## src/rtl/cla4_adder.sv

```systemverilog
module cla4_adder (
  input  logic [3:0] a_i,
  input  logic [3:0] b_i,
  input  logic       c_in,
  output logic [3:0] sum_o,
  output logic       c_out,
  output logic       grp_gen,
  output logic       grp_prop
);

  logic [3:0] g, p;
  logic [3:0] cy;

  assign g = a_i & b_i;
  assign p = a_i ^ b_i;

  assign cy[0] = c_in;
  assign cy[1] = g[0] | (p[0] & c_in);
  assign cy[2] = g[1] | (p[1] & g[0]) | (p[1] & p[0] & c_in);
  assign cy[3] = g[2] | (p[2] & g[1]) | (p[2] & p[1] & g[0])
               | (p[2] & p[1] & p[0] & c_in);

  assign c_out = g[3] | (p[3] & g[2]) | (p[3] & p[2] & g[1])
               | (p[3] & p[2] & p[1] & g[0])
               | (p[3] & p[2] & p[1] & p[0] & c_in);

  assign grp_gen  = g[3] | (p[3] & g[2]) | (p[3] & p[2] & g[1])
                  | (p[3] & p[2] & p[1] & g[0]);
  assign grp_prop = &p;

  assign sum_o = p ^ cy;

endmodule

```

## config.mk

```make
export PLATFORM = sky130hd
export DESIGN_NAME = cla4_adder
export DESIGN_NICKNAME = d
export VERILOG_FILES = /design/src/rtl/cla4_adder.sv
export SDC_FILE = /design/constraint.sdc
export NUM_CORES = 1
export LEC_CHECK = 0
export ABC_CLOCK_PERIOD_IN_PS = 1600
export BUFFER_PORTS_ARGS = -buffer_cell sky130_fd_sc_hd__buf_2
export CORE_AREA = 2 2 39 41
export DETAILED_ROUTE_END_ITERATION = 16
export DIE_AREA = 0 0 41 43
export PLACE_DENSITY_LB_ADDON = 0.3
export SYNTH_ARGS = -nofsm -noshare
export SYNTH_HDL_FRONTEND = slang
export SYNTH_SLANG_ARGS = --single-unit
```

## constraint.sdc

```tcl
create_clock -name vclk -period 1.6
set_input_delay 0.16 -clock vclk [all_inputs]
set_output_delay 0.16 -clock vclk [all_outputs]
set_load 0.01 [all_outputs]
```

### Word-level counts from Yosys, hierarchy flattened

Index checks and enable logic that the tools add are counted.

* register bits: 0
* latch bits: 0
* memory bits (writable): 0
* bits in read-only memories: 0
* input port bits: 9
* output and inout port bits: 7
* logic and storage cells: 30
* memories: 0

* add/subtract/negate cells: 0
* $mul: 0
* divide/modulo/power cells: 0
* $lt $le $gt $ge: 0
* eq/ne operators: 0
* shift operators: 0
* multiplexer cells: 0
* bitwise gates (word level): 29
* reduce and logical (&&, ||, !) cells: 1

Operators by type and width (count)
* $and A1 B1 Y1: 16
* $or A1 B1 Y1: 10
* $xor A4 B4 Y4: 2
* $and A4 B4 Y4: 1
* $reduce_and A4 Y1: 1

### Depth between registers and ports, before layout

Gate-level depths: netlist (run 1).

* word-level depth: 6
* depth in mapped cells: 4
* depth with buffers taken out: 4

### Worst setup path before layout (run 1)

No wires, ideal clock.

* kind: input-to-output
* start point: input port a_i[2]
* end point: output port sum_o[3]
* arrival time: 1000 ps
* required time: 1440 ps
* setup slack: 440 ps
* stages on the path: 4
* path buffers: 0
* path through: ha_1 > a21oi_2 > nand3_2 > xor2_1

* cells in the longest elaborated chain, start to end: 6
* elaborated cells on any way between the ends: 11
* classes of those cells: 11 x bitwise

RTL lines
* start, declared: RTL line 2 `input logic [3:0] a_i,`
* $xor A4 B4 Y4: RTL line 15 `assign p = a_i ^ b_i;`
* $and A1 B1 Y1 (on tied branches): RTL line 20, 21
* $or A1 B1 Y1 (tied with other cells): RTL line 20 `assign cy[3] = g[2] | (p[2] & g[1]) | (p[2] & p[1] & g[0])`
* $or A1 B1 Y1 or $and A1 B1 Y1 (tied branches): RTL line 20, 21
* $or A1 B1 Y1 (*): RTL line 21 `| (p[2] & p[1] & p[0] & c_in);`
* $xor A4 B4 Y4 (*): RTL line 31 `assign sum_o = p ^ cy;`
* end, declared: RTL line 5 `output logic [3:0] sum_o,`

Mark *: on every way between the ends. The rest lies on a longest branch, timed or not.

### Worst setup path after layout (run 1)

* start point: input port a_i[2]
* end point: output port c_out

* cells in the longest elaborated chain, start to end: 6
* elaborated cells on any way between the ends: 13
* classes of those cells: 13 x bitwise

RTL lines
* $and A4 B4 Y4 or $xor A4 B4 Y4 (tied branches): RTL line 14, 15
* $and A1 B1 Y1 (on tied branches): RTL line 23, 24, 25
* $or A1 B1 Y1 (tied with other cells) (2 in a row): RTL line 23 `assign c_out = g[3] | (p[3] & g[2]) | (p[3] & p[2] & g[1])`
* $or A1 B1 Y1 or $and A1 B1 Y1 (tied branches): RTL line 24, 25
* $or A1 B1 Y1 (*): RTL line 25 `| (p[3] & p[2] & p[1] & p[0] & c_in);`
* end, declared: RTL line 6 `output logic c_out,`

Marked as above.

==> summary.json, run 1 <==
{
  "run_status": {"value": "finished, final reports clean"},
  "final-max-slew-violation-count": {"value": 0},
  "synth_sequential_area_ratio": {"value": 0},
  "floorplan.rows": {"value": 14},
  "synth_top_family_by_area": {"value": "adder cells"},
  "post_synth_xor_area_fraction": {"value": 0.135},
  "finalWorstPathRequiredPeriod": {"value": 1.39, "unit": "ns"},
  "drt_iter0_markers": {"value": 3},
  "sw_frac_of_total": {"value": 0.513},
  "drc": {"value": 0},
  "final_antenna_net_count": {"value": 0},
  "synthAdderAreaFrac": {"value": 0.426},
  "cts.hold.buffers_added": {"value": 0},
  "grt_max_degree": {"value": 6},
  "synth-warning-count": {"value": 0},
  "avgRoutedWirePerCell": {"value": 7.33, "unit": "µm"},
  "clock_network_power_share": {"value": 0},
  "layout.sequential_cells": {"value": 0},
  "grt_antenna_before_repair": {"value": 0},
  "drv.max_cap_violation_count": {"value": 0},
  "worst-setup-path-type": {"value": "in -> out"},
  "worst_ir_drop_vdd": {"value": 0.0000817, "unit": "V"},
  "timing.hold.worst_endpoint": {"value": "c_out"},
  "boundaryPins": {"value": 16},
  "area.growth.synth_to_final": {"value": 51.6, "unit": "%"},
  "worst_ep_required_time": {"value": 1.44, "unit": "ns"},
  "power.combinational.fraction": {"value": 1.000},
  "grt_first_pass_wirelength": {"value": 607, "unit": "µm"},
  "worst_path_most_repeated_cell": {"value": "buf_2"},
  "port_buffers": {"value": 16},
  "fraction_of_synthesized_cell_area_taken_by_the_top_area_cell_type": {"value": 0.323},
  "drt-vias-per-instance": {"value": 3.87},
  "design_power_total": {"value": 114, "unit": "µW"},
  "synth.avg_cell_area": {"value": 8.43, "unit": "µm²"},
  "cts-resized-gates": {"value": 0},
  "tns": {"value": 0, "unit": "ns"},
  "nFillCells": {"value": 154},
  "gr-usage-all-layers": {"value": 0.0460},
  "min-delay-start": {"value": "b_i[3]"},
  "internal_power": {"value": 55.6, "unit": "µW"},
  "pwr_density_cell": {"value": 389, "unit": "nW/µm²"},
  "synth_most_common_cell": {"value": "ha_1"},
  "initial_core_util": {"value": 0.140},
  "total_congestion_overflow_after_global_routing": {"value": 0},
  "worst-path-max-fanout": {"value": 5},
  "timing.critical_path.from_type": {"value": "primary input"},
  "regArea": {"value": 0, "unit": "µm²"},
  "drive_above_1_share": {"value": 0.462},
  "hold_violations": {"value": 0},
  "tightestPinTransition": {"value": 0.182, "unit": "ns"},
  "antennaDiodeCount": {"value": 0},
  "synthesis.instances": {"value": 23},
  "synth.distinct_cells": {"value": 13},
  "die-height": {"value": 43, "unit": "µm"},
  "detailed_placement_wirelength_estimate": {"value": 373, "unit": "µm"},
  "maxClockFrequency": {"value": 718, "unit": "MHz"},
  "post_cts_buffers": {"value": 0},
  "switchingPower": {"value": 58.6, "unit": "µW"},
  "post_synth_and_or_nand_nor_area_fraction": {"value": 0.174},
  "cp_cell_sequence": {"value": "buf_2, ha_1, a21oi_2, nand3_2, a21o_1, buf_2"},
  "mappedNetlistArea": {"value": 194, "unit": "µm²"},
  "setup.worst_path.end_class": {"value": "primary output"},
  "vias_in_the_first_global_route": {"value": 152},
  "synth_top_cell_by_area": {"value": "ha_1"},
  "post_synth_mux_area_share": {"value": 0},
  "synth.net_count": {"value": 38},
  "detailroute.via_count": {"value": 213},
  "min_period_over_period": {"value": 0.871},
  "wl": {"value": 403, "unit": "µm"},
  "holdPathStages": {"value": 4},
  "fp.coreArea": {"value": 1380, "unit": "µm²"},
  "seqPwrFrac": {"value": 0},
  "slew_headroom": {"value": 0.879},
  "synth-compound-area-share": {"value": 0.187},
  "dieArea": {"value": 1760, "unit": "µm²"},
  "ys_top_cells_by_count": {"value": "ha_1, inv_1, a21o_1"},
  "timing.final.setup_violations": {"value": 0},
  "final_nets": {"value": 56},
  "worst_endpoint_data_arrival_time": {"value": 1.23, "unit": "ns"},
  "leakage_power_summed_over_all_cells": {"value": 0.000186, "unit": "µW"},
  "clock_buffers": {"value": 0},
  "setup_repair_after_global_routing_missed_its_margin": {"value": "false"},
  "drt_pass1_iterations": {"value": 4},
  "post_synth_main_area_contributors": {"value": "ha_1, a21o_1, fa_1"},
  "min_path_type": {"value": "in -> out"},
  "die_w": {"value": 41, "unit": "µm"},
  "slowest_delay": {"value": 0.36, "unit": "ns"},
  "gp_routability_congestion": {"value": 0.629},
  "slowest_stage": {"value": "ha_1"}
}
==> worst max-delay path, delay by kind of cell <==
kind | cells | cell delay [ns]
AND/OR/NAND/NOR | 1 | 0.11
AO/OA/AOI/OAI | 2 | 0.38
adder cells (fa/ha/maj) | 1 | 0.36
buffers and inverters | 2 | 0.23
==> stage by stage <==
stage	utilization	cells	setup WS, ns	area [µm²]	hold WS [ns]
after floorplan	-	23	0.440	194	0.566
after global placement	0.212	55	0.191	294	0.740
after detailed placement	0.212	55	0.202	294	0.745
after CTS	0.212	55	0.198	294	0.740
after global routing	0.212	55	0.136	294	0.784
final	0.212	55	0.206	294	0.734
==> kinds of logic after synthesis <==
| group | count (synthesis) |
|---|---|
| AOI/OAI and AO/OA | 5 |
| xor gates and xnor gates | 3 |
| adders and majority gates | 6 |
| buffers and inverters | 4 |
| and+or+nand+nor | 5 |
==> worst max path at each step <==
stage,endpoint,cells past startpoint,slack [ns],from
global placement,c_out,6,0.19,a_i[2]
floorplan,sum_o[3],4,0.44,a_i[2]
global route,c_out,6,0.14,a_i[2]
CTS,c_out,6,0.20,a_i[2]
detailed placement,c_out,6,0.20,a_i[2]
finish,c_out,6,0.21,a_i[2]
==> per-layer routing <==
layer | GRT usage | vias up | part of all wire
met5 | 0 | - | 0
met4 | 0 | 0 | 0
met3 | 0.00524 | 0 | 0.14
met2 | 0.0813 | 12 | 0.43
met1 | 0.0601 | 88 | 0.43
li1 | - | 113 | -
==> cell usage in the layout (no fill, tap or decap) <==
cell / n
buf_2: 16
ha_1: 5
inv_1: 4
a21o_1: 3
xnor2_1: 2
nand3_1: 1
a21oi_2: 1
nand2_1: 1
nand4_1: 1
nand3_2: 1
a21oi_1: 1
and4_1: 1
xor2_1: 1
fa_1: 1
==> power groups by stage <==
stage / combinational [µW] / sequential (µW) / clock [µW]
5_1_grt: 130 / 0 / 0
6_report: 114 / 0 / 0
2_1_floorplan: 71.4 / 0 / 0
3_3_place_gp: 117 / 0 / 0
4_1_cts: 117 / 0 / 0
3_5_place_dp: 116 / 0 / 0
==> area by class of cell <==
cell class                 count  area [µm²]  share of cell area
tap                           16        20.0              0.0681
inverter                       4        15.0              0.0511
timing repair buffer          16        80.1               0.272
multi-input combinational     19         179               0.609
No activity file was read; power rests on OpenSTA's default activity.
==> run 2: changes to the inputs <==
Settings changed: ABC_AREA from default to 1.
==> summary.json, run 2 <==
{
  "run_status": {"value": "finished, final reports clean", "change": "unchanged"},
  "critical_path_cell_count": {"value": 8, "change": "was 6"},
  "layout_common_cells": {"value": "buf_2, nand2_1, inv_1", "change": "was buf_2, ha_1, inv_1"},
  "drt-vias-per-instance": {"value": 3.87, "change": "about the same"},
  "initial_core_util": {"value": 0.165, "change": "was 0.140"},
  "grt_antenna_before_repair": {"value": 0, "change": "unchanged"},
  "detailroute.via_count": {"value": 271, "change": "was 213"},
  "post_cts_buffers": {"value": 0, "change": "unchanged"},
  "slew_headroom": {"value": 0.874, "change": "was 0.879"},
  "synth.avg_cell_area": {"value": 5.99, "unit": "µm²", "change": "was 8.43 µm²"},
  "synthesis.instances": {"value": 38, "change": "was 23"},
  "drv.max_cap_violation_count": {"value": 0, "change": "unchanged"},
  "final-max-slew-violation-count": {"value": 0, "change": "unchanged"},
  "synth-warning-count": {"value": 0, "change": "unchanged"},
  "post_route_setup_slack": {"value": 0.263, "unit": "ns", "change": "was 0.206 ns"},
  "timing.critical_path.max_delay_family": {"value": "simple AND/OR/NAND/NOR gates", "change": "was compound AO/OA/AOI/OAI gates"},
  "wl_met3": {"value": 49, "unit": "µm", "change": "was 55 µm"},
  "timing.critical_path.from_type": {"value": "primary input", "change": "unchanged"},
  "worst-path-max-fanout": {"value": 5, "change": "unchanged"},
  "final_antenna_net_count": {"value": 0, "change": "unchanged"},
  "boundaryPins": {"value": 16, "change": "unchanged"},
  "worst_setup_path_startpoint": {"value": "a_i[2]", "change": "unchanged"},
  "synth_most_common_cell": {"value": "nand2_1", "change": "was ha_1"},
  "fp.coreArea": {"value": 1380, "unit": "µm²", "change": "unchanged"},
  "vias_in_the_first_global_route": {"value": 216, "change": "was 152"},
  "avgRoutedWirePerCell": {"value": 7.54, "unit": "µm", "change": "was 7.33 µm"},
  "met1Wirelength": {"value": 273, "unit": "µm", "change": "was 172 µm"},
  "gr-usage-all-layers": {"value": 0.0609, "change": "was 0.0460"},
  "drt_iter0_markers": {"value": 2, "change": "was 3"},
  "worst_setup_path_endpoint": {"value": "sum_o[3]", "change": "was c_out"},
  "placedCellCount": {"value": 70, "change": "was 55"},
  "hold_violations": {"value": 0, "change": "unchanged"},
  "layout.sequential_cells": {"value": 0, "change": "unchanged"},
  "post_synth_main_area_contributors": {"value": "ha_1, nand2_1, inv_1", "change": "was ha_1, a21o_1, fa_1"},
  "switchingPower": {"value": 67.0, "unit": "µW", "change": "was 58.6 µW"},
  "clock_buffers": {"value": 0, "change": "unchanged"},
  "total_congestion_overflow_after_global_routing": {"value": 0, "change": "unchanged"},
  "setup.worst_path.end_class": {"value": "primary output", "change": "unchanged"},
  "drt_pass1_iterations": {"value": 4, "change": "unchanged"},
  "ys_top_cells_by_count": {"value": "nand2_1, inv_1, ha_1, nand3_1, a21oi_1", "change": "was ha_1, inv_1, a21o_1"},
  "slowest_delay": {"value": 0.34, "unit": "ns", "change": "was 0.36 ns"},
  "setup_repair_after_global_routing_missed_its_margin": {"value": "false", "change": "unchanged"},
  "die-height": {"value": 43, "unit": "µm", "change": "unchanged"},
  "port_buffers": {"value": 16, "change": "unchanged"},
  "maxClockFrequency": {"value": 748, "unit": "MHz", "change": "was 718 MHz"},
  "clock_network_power_share": {"value": 0, "change": "about the same"},
  "cts-resized-gates": {"value": 0, "change": "unchanged"},
  "place_worst_setup_slack": {"value": 0.252, "unit": "ns", "change": "was 0.202 ns"},
  "leakage_power_summed_over_all_cells": {"value": 0.000210, "unit": "µW", "change": "was 0.000186 µW"},
  "internal_power": {"value": 53.5, "unit": "µW", "change": "was 55.6 µW"},
  "finalWorstPathRequiredPeriod": {"value": 1.34, "unit": "ns", "change": "was 1.39 ns"},
  "mappedNetlistArea": {"value": 228, "unit": "µm²", "change": "was 194 µm²"},
  "synth.net_count": {"value": 53, "change": "was 38"},
  "worst_endpoint_data_arrival_time": {"value": 1.18, "unit": "ns", "change": "was 1.23 ns"},
  "holdWs": {"value": 0.675, "unit": "ns", "change": "was 0.734 ns"},
  "seqPwrFrac": {"value": 0, "change": "about the same"},
  "fraction_of_synthesized_cell_area_taken_by_the_top_area_cell_type": {"value": 0.275, "change": "was 0.323"},
  "tns": {"value": 0, "unit": "ns", "change": "unchanged"},
  "pwr_density_cell": {"value": 368, "unit": "nW/µm²", "change": "was 389 nW/µm²"},
  "synth.distinct_cells": {"value": 11, "change": "was 13"},
  "wl": {"value": 528, "unit": "µm", "change": "was 403 µm"},
  "final_common_cell": {"value": "buf_2", "change": "unchanged"},
  "worst_ir_drop_vdd": {"value": 0.000110, "unit": "V", "change": "was 0.0000817 V"},
  "gp_routability_congestion": {"value": 0.696, "change": "was 0.629"},
  "grt_first_pass_wirelength": {"value": 828, "unit": "µm", "change": "was 607 µm"},
  "design_power_total": {"value": 120, "unit": "µW", "change": "was 114 µW"},
  "worst_ep_required_time": {"value": 1.44, "unit": "ns", "change": "about the same"},
  "dr.max_layer_used": {"value": "met3", "change": "unchanged"},
  "synth_sequential_area_ratio": {"value": 0, "change": "unchanged"},
  "detailed_placement_wirelength_estimate": {"value": 487, "unit": "µm", "change": "was 373 µm"},
  "grt_max_degree": {"value": 7, "change": "was 6"},
  "floorplan.rows": {"value": 14, "change": "unchanged"},
  "sw_frac_of_total": {"value": 0.556, "change": "was 0.513"},
  "dieArea": {"value": 1760, "unit": "µm²", "change": "unchanged"},
  "layoutNonFillerInstCount": {"value": 70, "change": "was 55"},
  "slowest_stage": {"value": "ha_1", "change": "unchanged"},
  "final_nets": {"value": 71, "change": "was 56"},
  "worst_path_most_repeated_cell": {"value": "nand2_1", "change": "was buf_2"},
  "die_w": {"value": 41, "unit": "µm", "change": "unchanged"},
  "regArea": {"value": 0, "unit": "µm²", "change": "unchanged"},
  "min_path_type": {"value": "in -> out", "change": "unchanged"},
  "tightestPinTransition": {"value": 0.189, "unit": "ns", "change": "was 0.182 ns"},
  "area.growth.synth_to_final": {"value": 44.0, "unit": "%", "change": "was 51.6%"},
  "cts.hold.buffers_added": {"value": 0, "change": "unchanged"},
  "timing.final.setup_violations": {"value": 0, "change": "unchanged"},
  "cp_cell_sequence": {"value": "buf_2, ha_1, or2_0, nand2_1, nand2_1, nand2_1, nand2_1, buf_2", "change": "was buf_2, ha_1, a21oi_2, nand3_2, a21o_1, buf_2"},
  "power.combinational.fraction": {"value": 1.000, "change": "about the same"},
  "cp.buffers_inverters": {"value": 2, "change": "unchanged"},
  "min_period_over_period": {"value": 0.836, "change": "was 0.871"},
  "drive_above_1_share": {"value": 0.315, "change": "was 0.462"},
  "worst-setup-path-type": {"value": "in -> out", "change": "unchanged"},
  "antennaDiodeCount": {"value": 0, "change": "unchanged"},
  "route.met2.wl": {"value": 205, "unit": "µm", "change": "was 175 µm"},
  "synth_top_cell_by_area": {"value": "ha_1", "change": "unchanged"},
  "drc": {"value": 0, "change": "unchanged"}
}
run 2: logic make-up after synthesis:
kind of cell | count (synthesis) | share of synthesized area
buf+inv | 7 | 0.115
compound gates | 2 | 0.0440
simple gates | 22 | 0.440
xor+xnor | 1 | 0.0385
fa+ha+maj | 6 | 0.363
run 2: worst min path at each step:
stage | startpoint | to | slack (ns) | cells after the start
floorplan | c_in | c_out | 0.45 | 2
global placement | c_in | c_out | 0.68 | 4
detailed placement | c_in | c_out | 0.68 | 4
CTS | c_in | c_out | 0.68 | 4
global route | c_in | c_out | 0.73 | 4
finish | c_in | c_out | 0.67 | 4
run 2: stage by stage:
step	utilization	area, µm²
after floorplan	-	228
after global placement	0.237	328
after detailed placement	0.237	328
after CTS	0.237	328
after global routing	0.237	328
final	0.237	328
run 2: area by class of cell:
type               count  area [µm²]
well taps             16        20.0
repair buffers        16        80.1
fillers              161        1060
inverters              7        26.3
multi-input cells     31         201
run 2: power by group through the flow:
| stage | Combinational [µW] | Sequential [µW] | Clock [µW] |
|---|---|---|---|
| after floorplan | 76.4 | 0 | 0 |
| after global placement | 123 | 0 | 0 |
| after detailed placement | 123 | 0 | 0 |
| after CTS | 123 | 0 | 0 |
| after global routing | 139 | 0 | 0 |
| final | 120 | 0 | 0 |
run 2: per-layer routing:
layer | vias to the layer above | global-route usage
met4 | 0 | 0
li1 | 154 | -
met1 | 105 | 0.0981
met5 | - | 0
met3 | 0 | 0
met2 | 12 | 0.0938
